File: src/rtl/rstvec_pkg.sv
package rstvec_pkg;

  localparam int TT_W   = 8;
  localparam int VA_W   = 64;
  localparam int PA_W   = 41;
  localparam int OFS_SH = 5;

  typedef enum logic [TT_W-1:0] {
    CAUSE_NONE = 8'h00,
    CAUSE_POR  = 8'h01,
    CAUSE_WDR  = 8'h02,
    CAUSE_XIR  = 8'h03,
    CAUSE_SIR  = 8'h04
  } cause_e;

  // offset of a cause inside the vector region
  function automatic logic [VA_W-1:0] vec_offset(input logic [TT_W-1:0] tt);
    logic [VA_W-1:0] w;
    w = {{(VA_W-TT_W){1'b0}}, tt};
    return w << OFS_SH;
  endfunction

  function automatic logic [VA_W-1:0] vec_va(input logic [VA_W-1:0] base,
                                             input logic [TT_W-1:0] tt);
    return base + vec_offset(tt);
  endfunction

  // identity translation: the region passes straight through
  function automatic logic [PA_W-1:0] va_to_pa(input logic [VA_W-1:0] va);
    return va[PA_W-1:0];
  endfunction

  function automatic logic is_system_cause(input cause_e c);
    return (c == CAUSE_POR) || (c == CAUSE_XIR);
  endfunction

endpackage

File: src/rtl/rstvec_prio.sv
module rstvec_prio
  import rstvec_pkg::*;
(
  input  logic   por_i,
  input  logic   ext_i,
  input  logic   wdr_i,
  input  logic   sw_i,
  output cause_e cause_o,
  output logic   take_o
);
  localparam int N_SRC = 4;

  logic   [N_SRC-1:0] req;
  cause_e             code [N_SRC];

  // index 0 is the highest rank
  assign req     = {sw_i, wdr_i, ext_i, por_i};
  assign code[0] = CAUSE_POR;
  assign code[1] = CAUSE_XIR;
  assign code[2] = CAUSE_WDR;
  assign code[3] = CAUSE_SIR;

  always_comb begin
    cause_o = CAUSE_NONE;
    for (int i = N_SRC - 1; i >= 0; i--) begin
      if (req[i]) cause_o = code[i];
    end
  end

  assign take_o = |req;
endmodule

File: src/rtl/rstvec_tlctr.sv
module rstvec_tlctr #(
  parameter int MAX_TL = 5,
  localparam int TLW   = $clog2(MAX_TL + 1)
) (
  input  logic           clk_i,
  input  logic           rst_ni,
  input  logic           trap_i,
  input  logic           ret_i,
  input  logic           load_max_i,
  output logic [TLW-1:0] tl_o,
  output logic           at_max_o
);
  localparam logic [TLW-1:0] TL_TOP = TLW'(MAX_TL);

  logic [TLW-1:0] tl_q, tl_d;

  always_comb begin
    tl_d = tl_q;
    if (load_max_i) begin
      tl_d = TL_TOP;
    end else if (trap_i) begin
      if (tl_q != TL_TOP) tl_d = tl_q + 1'b1;
    end else if (ret_i) begin
      if (tl_q != '0) tl_d = tl_q - 1'b1;
    end
  end

  always_ff @(posedge clk_i or negedge rst_ni) begin
    if (!rst_ni) tl_q <= TL_TOP;
    else         tl_q <= tl_d;
  end

  assign tl_o     = tl_q;
  assign at_max_o = (tl_q == TL_TOP);
endmodule

File: src/rtl/rstvec_vecreg.sv
module rstvec_vecreg
  import rstvec_pkg::*;
#(
  parameter logic [VA_W-1:0] VEC_BASE = 64'hFFFF_FFFF_F000_0000
) (
  input  logic            clk_i,
  input  logic            rst_ni,
  input  logic            take_i,
  input  cause_e          cause_i,
  output logic            valid_o,
  output logic [TT_W-1:0] tt_o,
  output logic [VA_W-1:0] va_o,
  output logic [PA_W-1:0] pa_o,
  output logic            sys_o
);
  logic [VA_W-1:0] va_d;

  assign va_d = vec_va(VEC_BASE, cause_i);

  always_ff @(posedge clk_i or negedge rst_ni) begin
    if (!rst_ni) begin
      valid_o <= 1'b0;
      sys_o   <= 1'b0;
      tt_o    <= '0;
      va_o    <= '0;
      pa_o    <= '0;
    end else begin
      valid_o <= take_i;
      sys_o   <= take_i && is_system_cause(cause_i);
      if (take_i) begin
        tt_o <= cause_i;
        va_o <= va_d;
        pa_o <= va_to_pa(va_d);
      end
    end
  end
endmodule

File: src/rtl/rstvec_arb.sv
module rstvec_arb
  import rstvec_pkg::*;
#(
  parameter int MAX_TL = 5,
  parameter logic [63:0] VEC_BASE = 64'hFFFF_FFFF_F000_0000,
  localparam int TLW = $clog2(MAX_TL + 1)
) (
  input  logic           clk_i,
  input  logic           rst_ni,
  input  logic           por_req_i,
  input  logic           ext_req_i,
  input  logic           sw_req_i,
  input  logic           trap_i,
  input  logic           ret_i,
  output logic           vec_valid_o,
  output logic [7:0]     vec_tt_o,
  output logic [63:0]    vec_va_o,
  output logic [40:0]    vec_pa_o,
  output logic           err_state_o,
  output logic           sys_rst_o,
  output logic [TLW-1:0] tl_o
);
  // named internal events
  logic   wdr_evt;
  logic   sys_evt;
  logic   acc_evt;
  logic   tl_at_max;
  cause_e win_cause;
  logic   err_q;

  assign wdr_evt = trap_i && tl_at_max;
  assign sys_evt = por_req_i || ext_req_i;

  rstvec_prio u_prio (
    .por_i   (por_req_i),
    .ext_i   (ext_req_i),
    .wdr_i   (wdr_evt),
    .sw_i    (sw_req_i),
    .cause_o (win_cause),
    .take_o  (acc_evt)
  );

  rstvec_tlctr #(.MAX_TL(MAX_TL)) u_tl (
    .clk_i      (clk_i),
    .rst_ni     (rst_ni),
    .trap_i     (trap_i),
    .ret_i      (ret_i),
    .load_max_i (acc_evt),
    .tl_o       (tl_o),
    .at_max_o   (tl_at_max)
  );

  rstvec_vecreg #(.VEC_BASE(VEC_BASE)) u_vec (
    .clk_i   (clk_i),
    .rst_ni  (rst_ni),
    .take_i  (acc_evt),
    .cause_i (win_cause),
    .valid_o (vec_valid_o),
    .tt_o    (vec_tt_o),
    .va_o    (vec_va_o),
    .pa_o    (vec_pa_o),
    .sys_o   (sys_rst_o)
  );

  // system-wide reset clears the flag; a watchdog sets it
  always_ff @(posedge clk_i or negedge rst_ni) begin
    if (!rst_ni)      err_q <= 1'b0;
    else if (sys_evt) err_q <= 1'b0;
    else if (wdr_evt) err_q <= 1'b1;
  end

  assign err_state_o = err_q;
endmodule

File: config.mk
export PLATFORM = sky130hd
export DESIGN_NAME = rstvec_arb
export DESIGN_NICKNAME = d
export VERILOG_FILES = /design/src/rtl/rstvec_pkg.sv /design/src/rtl/rstvec_prio.sv /design/src/rtl/rstvec_tlctr.sv /design/src/rtl/rstvec_vecreg.sv /design/src/rtl/rstvec_arb.sv
export SDC_FILE = /design/constraint.sdc
export NUM_CORES = 1
export LEC_CHECK = 0
export ABC_AREA = 0
export BUFFER_PORTS_ARGS = -buffer_cell sky130_fd_sc_hd__buf_2
export CORE_MARGIN = 3
export CORE_UTILIZATION = 36
export CTS_CLUSTER_DIAMETER = 200
export DETAILED_ROUTE_END_ITERATION = 8
export HOLD_SLACK_MARGIN = 0.1
export PLACE_DENSITY = 0.79
export SYNTH_ARGS = -nofsm -noshare
export SYNTH_HDL_FRONTEND = slang
export SYNTH_SLANG_ARGS = --single-unit
File: constraint.sdc
create_clock -name clk_i -period 2 [get_ports clk_i]
set_input_delay 0.1 -clock clk_i [delete_from_list [all_inputs] [get_ports clk_i]]
set_output_delay 0.1 -clock clk_i [all_outputs]
set_load 0.02 [all_outputs]
Yosys cells after proc, flatten, opt, wreduce, memory -nomap -nowiden
Cells that the tools add are included.
Word-level totals
  bits in registers: 119
  input bits: 7
  output and inout port bits: 119
  logic and storage cells: 36
Cells by class
  add/sub/neg operators: 3
  equality and inequality tests: 5
  muxes and demuxes: 11
  reductions and logical operators: 10
Operators with widths (count)
  $add 29x9->30 const A: 1
  $mux 3: 9
  $reduce_bool 3->1: 3
  $reduce_or 4->1: 1
  $add 3x1->3 const B: 1
  $eq 3x1->1 const B: 1
  $eq 3x2->1 const B: 1
  $eq 3x3->1 const B: 1
  $ne 3x1->1 const B: 1
  $ne 3x3->1 const B: 1
  $reduce_and 3->1: 1
  $sub 3x1->3 const B: 1
  $logic_and 1x1->1: 2
  $logic_or 1x1->1: 2
  $mux 1: 2
  $reduce_bool 2->1: 1

Depth between registers and ports, before layout
  depth in word-level cells: 8
  gate-level depth with buffers: 5
  depth with buffers taken out: 5

Cells and area by module
A second synthesis with hierarchy kept.
Unflattened totals
  cell total of the unflattened synthesis: 174
  area, all modules: 1582.8 um^2
By module, submodules not included
  rstvec_vecreg: instances 1, cells each 129, area each 1196.1 um^2, seq. area each 275.3 um^2
  rstvec_tlctr: instances 1, cells each 31, area each 261.5 um^2, seq. area each 77.6 um^2
  rstvec_prio: instances 1, cells each 10, area each 73.8 um^2, seq. area each 0.0 um^2
  rstvec_arb: instances 1, cells each 4, area each 51.3 um^2, seq. area each 25.0 um^2

Worst setup path after synthesis
No wires, ideal clock.
  kind: register to output
  start: reg, netlist name u_vec.va_o[62]
  end: out vec_pa_o[29]
  arrival: 1.433 ns
  data required time: 1.900 ns
  slack: 0.467 ns
  stages on the path, launching flop included: 2
  path buffers: 1
  cells stage by stage: dfrtp_1 > buf_4
RTL lines
  end: declaration: RTL line rstvec_arb.sv:18  | output logic [40:0] vec_pa_o,

Worst setup path after layout
  start: reg u_tl.tl_q[0] (netlist: u_tl.tl_o[0])
  end: reg u_vec.tt_o[1]
On the way
  word-level cells in the longest chain between the ends: 5
  elaborated cells on any way between the ends: 6
  those cells by class: eq/ne: 1; mux: 3; reduce/logical: 2
Ends and longest elaborated chain
  start: declaration: RTL line rstvec_tlctr.sv:15  | logic [TLW-1:0] tl_q, tl_d;
  start signal: assignment: RTL line rstvec_tlctr.sv:30  | else tl_q <= tl_d;
  $eq 3x3->1 *: RTL line rstvec_tlctr.sv:34  | assign at_max_o = (tl_q == TL_TOP);
  $logic_and 1x1->1 *: RTL line rstvec_arb.sv:31  | assign wdr_evt = trap_i && tl_at_max;
  $mux 3 (3 in a row): RTL line rstvec_prio.sv:26  | if (req[i]) cause_o = code[i];
  end signal: assignment: RTL line rstvec_vecreg.sv:31  | tt_o <= cause_i;
  end: declaration: RTL line rstvec_vecreg.sv:11  | output logic [TT_W-1:0] tt_o,
Every way passes the cells marked *; elsewhere a longest branch is shown, timed or not.
A chain may end at the register's enable or synchronous reset.

==> reports/qor.csv <==
metric;value;unit
port_buffers;70;
worst_hold_path.endpoint;u_tl.tl_o[1]$_DFFE_PN0P_;
synth_top_area_cell;sky130_fd_sc_hd__buf_4;
avgViaCountPerCell;3.23;
power.density;500;mW/mm^2
total_via_count_after_detailed_routing;707;
path_max_fanout;7;
die_h;65.6;um
critPathKind;reg2reg;
die_x;65.6;um
grt_remaining_overflow;0;
hold_class;in2reg;
ys_top_cells_by_area;sky130_fd_sc_hd__buf_4, sky130_fd_sc_hd__dfrtp_1, sky130_fd_sc_hd__dfstp_2;
synth.avg_cell_area;8.52;um^2
routedWlPerCell;8.11;um
fp-row-count;21;
synth_cells;150;
synth_area_in_compound_gates;0.0460;
design_area;0.00114;mm^2
yosys.cell_types.count;24;
fin_tns_setup;0;ps
area.growth.synth_to_final;-10.6;%
power.ir.vdd_worst;0.326;mV
tritoncts_sinks;10;
grt_pass1_vias;490;
ys_seq_area_frac;0.198;
critical_path.endpoint_type;flop;
synth_top_family_by_area;buffers and inverters;
yosysWarnings;0;
worst_hold_startpoint;ret_i;
final_hold_fails;0;
finalSetupViolCount;0;
detail_route.wirelength;1780;um
yosys.area_share.xor_xnor;0.00685;
post_cts.repair.setup_buffers;0;
timing.critical_path.from_type;flop;
yosys.area_share.adder;0.0157;
slowest_stage;sky130_fd_sc_hd__dfstp_2;
synthesized_area;0.00128;mm^2
clock-root-buffer;sky130_fd_sc_hd__clkbuf_4;
core_area;0.00339;mm^2
final_layout_size_suffix_gt1_frac;0.468;
cpLargestDelayFamily;flip-flops;
cts_tree;built;
dpl-instance-area;0.00107;mm^2
path_clk_slew;70;ps
cellLeakagePower;0.596;nW
path_depth;4;
fin_hold_ws;124;ps
h-tree-depth;1;
reg2reg_slack;310;ps
crit_chain;and4b_1 -> nor3_1 -> nor2_1 -> dlygate4sd3_1;
critical_path.reg2reg.endpoint;u_vec.tt_o[1]$_DFFE_PN0P_;
rsz_0062_raised_after_global_routing;no;
clk-insertion-delay-late;270;ps
first_pass_grt_wire_length;2210;um
yosys_register_bits;10;
p_total;0.572;mW
dpl_hpwl;1490;um
ios;126;
synth_top_cell_area_share;0.640;
drt-initial-drc-count;8;
cells_on_worst_hold_path;3;
timing.reg2reg.worst_path_depth;4;
floorplan.initialDensity;0.377;
run_status;complete, no violations;
finClkSkew;4.64;ps
grt_use_total;0.0648;
final_common_cell;sky130_fd_sc_hd__buf_2;
cts_buffer_depth;2;
grt_max_degree;50;
finalCoreUtilization;0.337;
synth.area.mux_share;0;
final_cell_mix;sky130_fd_sc_hd__buf_2, sky130_fd_sc_hd__conb_1, sky130_fd_sc_hd__nor2_1, sky130_fd_sc_hd__dfrtp_1, sky130_fd_sc_hd__dlygate4sd3_1;
worst-path-buf-inv;1;
worst_r2r_startpoint;u_tl.tl_o[0]$_DFFE_PN1P_;
critPathMaxStageDelay;600;ps
route.antenna.remaining_nets;0;
antenna_found_initial;0;
final_nets;182;
synthSimpleGateAreaFrac;0.0763;
max_cap_viol_count;0;
min_period;1690;ps
first_pass_iters;3;
post-route-period-util;0.843;
detailed_route_drc_error_count;0;
timing.fmax;593;MHz
slew_viol_final;0;
critical_path_arrival;1890;ps
n_antenna_cell;0;
gp_congestion;0.670;
die_area;0.00430;mm^2
cts_inserted_buffers;3;
req_time_crit_path;2200;ps
synthesized netlist by cell type:
master and number:
sky130_fd_sc_hd__buf_4 109, sky130_fd_sc_hd__dfrtp_1 8, sky130_fd_sc_hd__nor2_1 8, sky130_fd_sc_hd__dfstp_2 2, sky130_fd_sc_hd__nand2b_1 2, sky130_fd_sc_hd__nor3_1 2, sky130_fd_sc_hd__o21ai_0 2, sky130_fd_sc_hd__a211o_1 1
sky130_fd_sc_hd__a211oi_1 1, sky130_fd_sc_hd__a21o_2 1, sky130_fd_sc_hd__a21oi_1 1, sky130_fd_sc_hd__a311o_1 1, sky130_fd_sc_hd__and4b_1 1, sky130_fd_sc_hd__buf_6 1, sky130_fd_sc_hd__conb_1 1, sky130_fd_sc_hd__fa_1 1
sky130_fd_sc_hd__inv_1 1, sky130_fd_sc_hd__inv_2 1, sky130_fd_sc_hd__nor2b_1 1, sky130_fd_sc_hd__nor3_4 1, sky130_fd_sc_hd__o32ai_1 1, sky130_fd_sc_hd__or2_1 1, sky130_fd_sc_hd__or2_2 1, sky130_fd_sc_hd__xnor2_1 1
per-stage QoR:
stage	worst slack, ps	instances
6_report	313	219
3_3_place_gp	557	211
2_1_floorplan	467	204
4_1_cts	320	219
5_1_grt	224	219
3_5_place_dp	512	211
flip-flops by register name (all words and copies together) (netlist names):
signal         flops
u_vec.va_o         2
err_state_o        1
u_vec.tt_o         2
u_vec.sys_o        1
u_vec.valid_o      1
u_tl.tl_o          3
layout make-up:
| type | instances | area (um^2) |
|---|---|---|
| Clock buffer | 4 | 36.3 |
| Tap cell | 46 | 57.6 |
| Fill cell | 354 | 2250 |
| Multi-Input combinational cell | 82 | 392 |
| Sequential cell | 10 | 253 |
| Timing Repair Buffer | 75 | 398 |
| Inverter | 2 | 7.51 |
kinds of logic after synthesis:
group,count (synthesis)
adders and majority gates,1
xor gates and xnor gates,1
and+or+nand+nor,17
other,1
DFF,10
AOI/OAI and AO/OA,8
buffers and inverters,112
report_power, final:
part | total [mW] | switching (mW) | leakage, nW | internal [mW]
logic | 0.172 | 0.140 | 0.462 | 0.0323
clock network | 0.182 | 0.0717 | 0.0210 | 0.111
registers | 0.217 | 0.00630 | 0.113 | 0.211
total | 0.572 | 0.218 | 0.596 | 0.354
worst max path at each step:
| stage | start | endpoint | slack [ps] |
|---|---|---|---|
| 2_1_floorplan | u_vec.va_o[62]$_DFFE_PN0P_ | vec_pa_o[29] | 470 |
| 3_3_place_gp | u_tl.tl_o[1]$_DFFE_PN0P_ | u_tl.tl_o[2]$_DFFE_PN1P_ | 560 |
| 3_5_place_dp | u_tl.tl_o[1]$_DFFE_PN0P_ | u_tl.tl_o[2]$_DFFE_PN1P_ | 510 |
| 4_1_cts | u_tl.tl_o[0]$_DFFE_PN1P_ | u_vec.tt_o[1]$_DFFE_PN0P_ | 320 |
| 5_1_grt | u_tl.tl_o[0]$_DFFE_PN1P_ | u_vec.tt_o[1]$_DFFE_PN0P_ | 220 |
| 6_report | u_tl.tl_o[0]$_DFFE_PN1P_ | u_vec.tt_o[1]$_DFFE_PN0P_ | 310 |
timing repair:
action                                 in CTS  in global routing
gates resized for setup                     0                  0
hold buffers                                4                  0
endpoints found under the hold margin      12                  0
worst reg2reg max path, stage by stage (launching register included):
cell	delay [ps]
sky130_fd_sc_hd__dfstp_2	600
sky130_fd_sc_hd__and4b_1	330
sky130_fd_sc_hd__nor3_1	80
sky130_fd_sc_hd__nor2_1	80
sky130_fd_sc_hd__dlygate4sd3_1	540
routing by layer:
metal,wire [um],global-route usage,share of wire
met1,596,0.0677,0.34
met2,997,0.123,0.56
met3,169,0.0120,0.095
met4,13,0.0311,0.0073
met5,0,0,0
(Power assumes the default switching activity.)
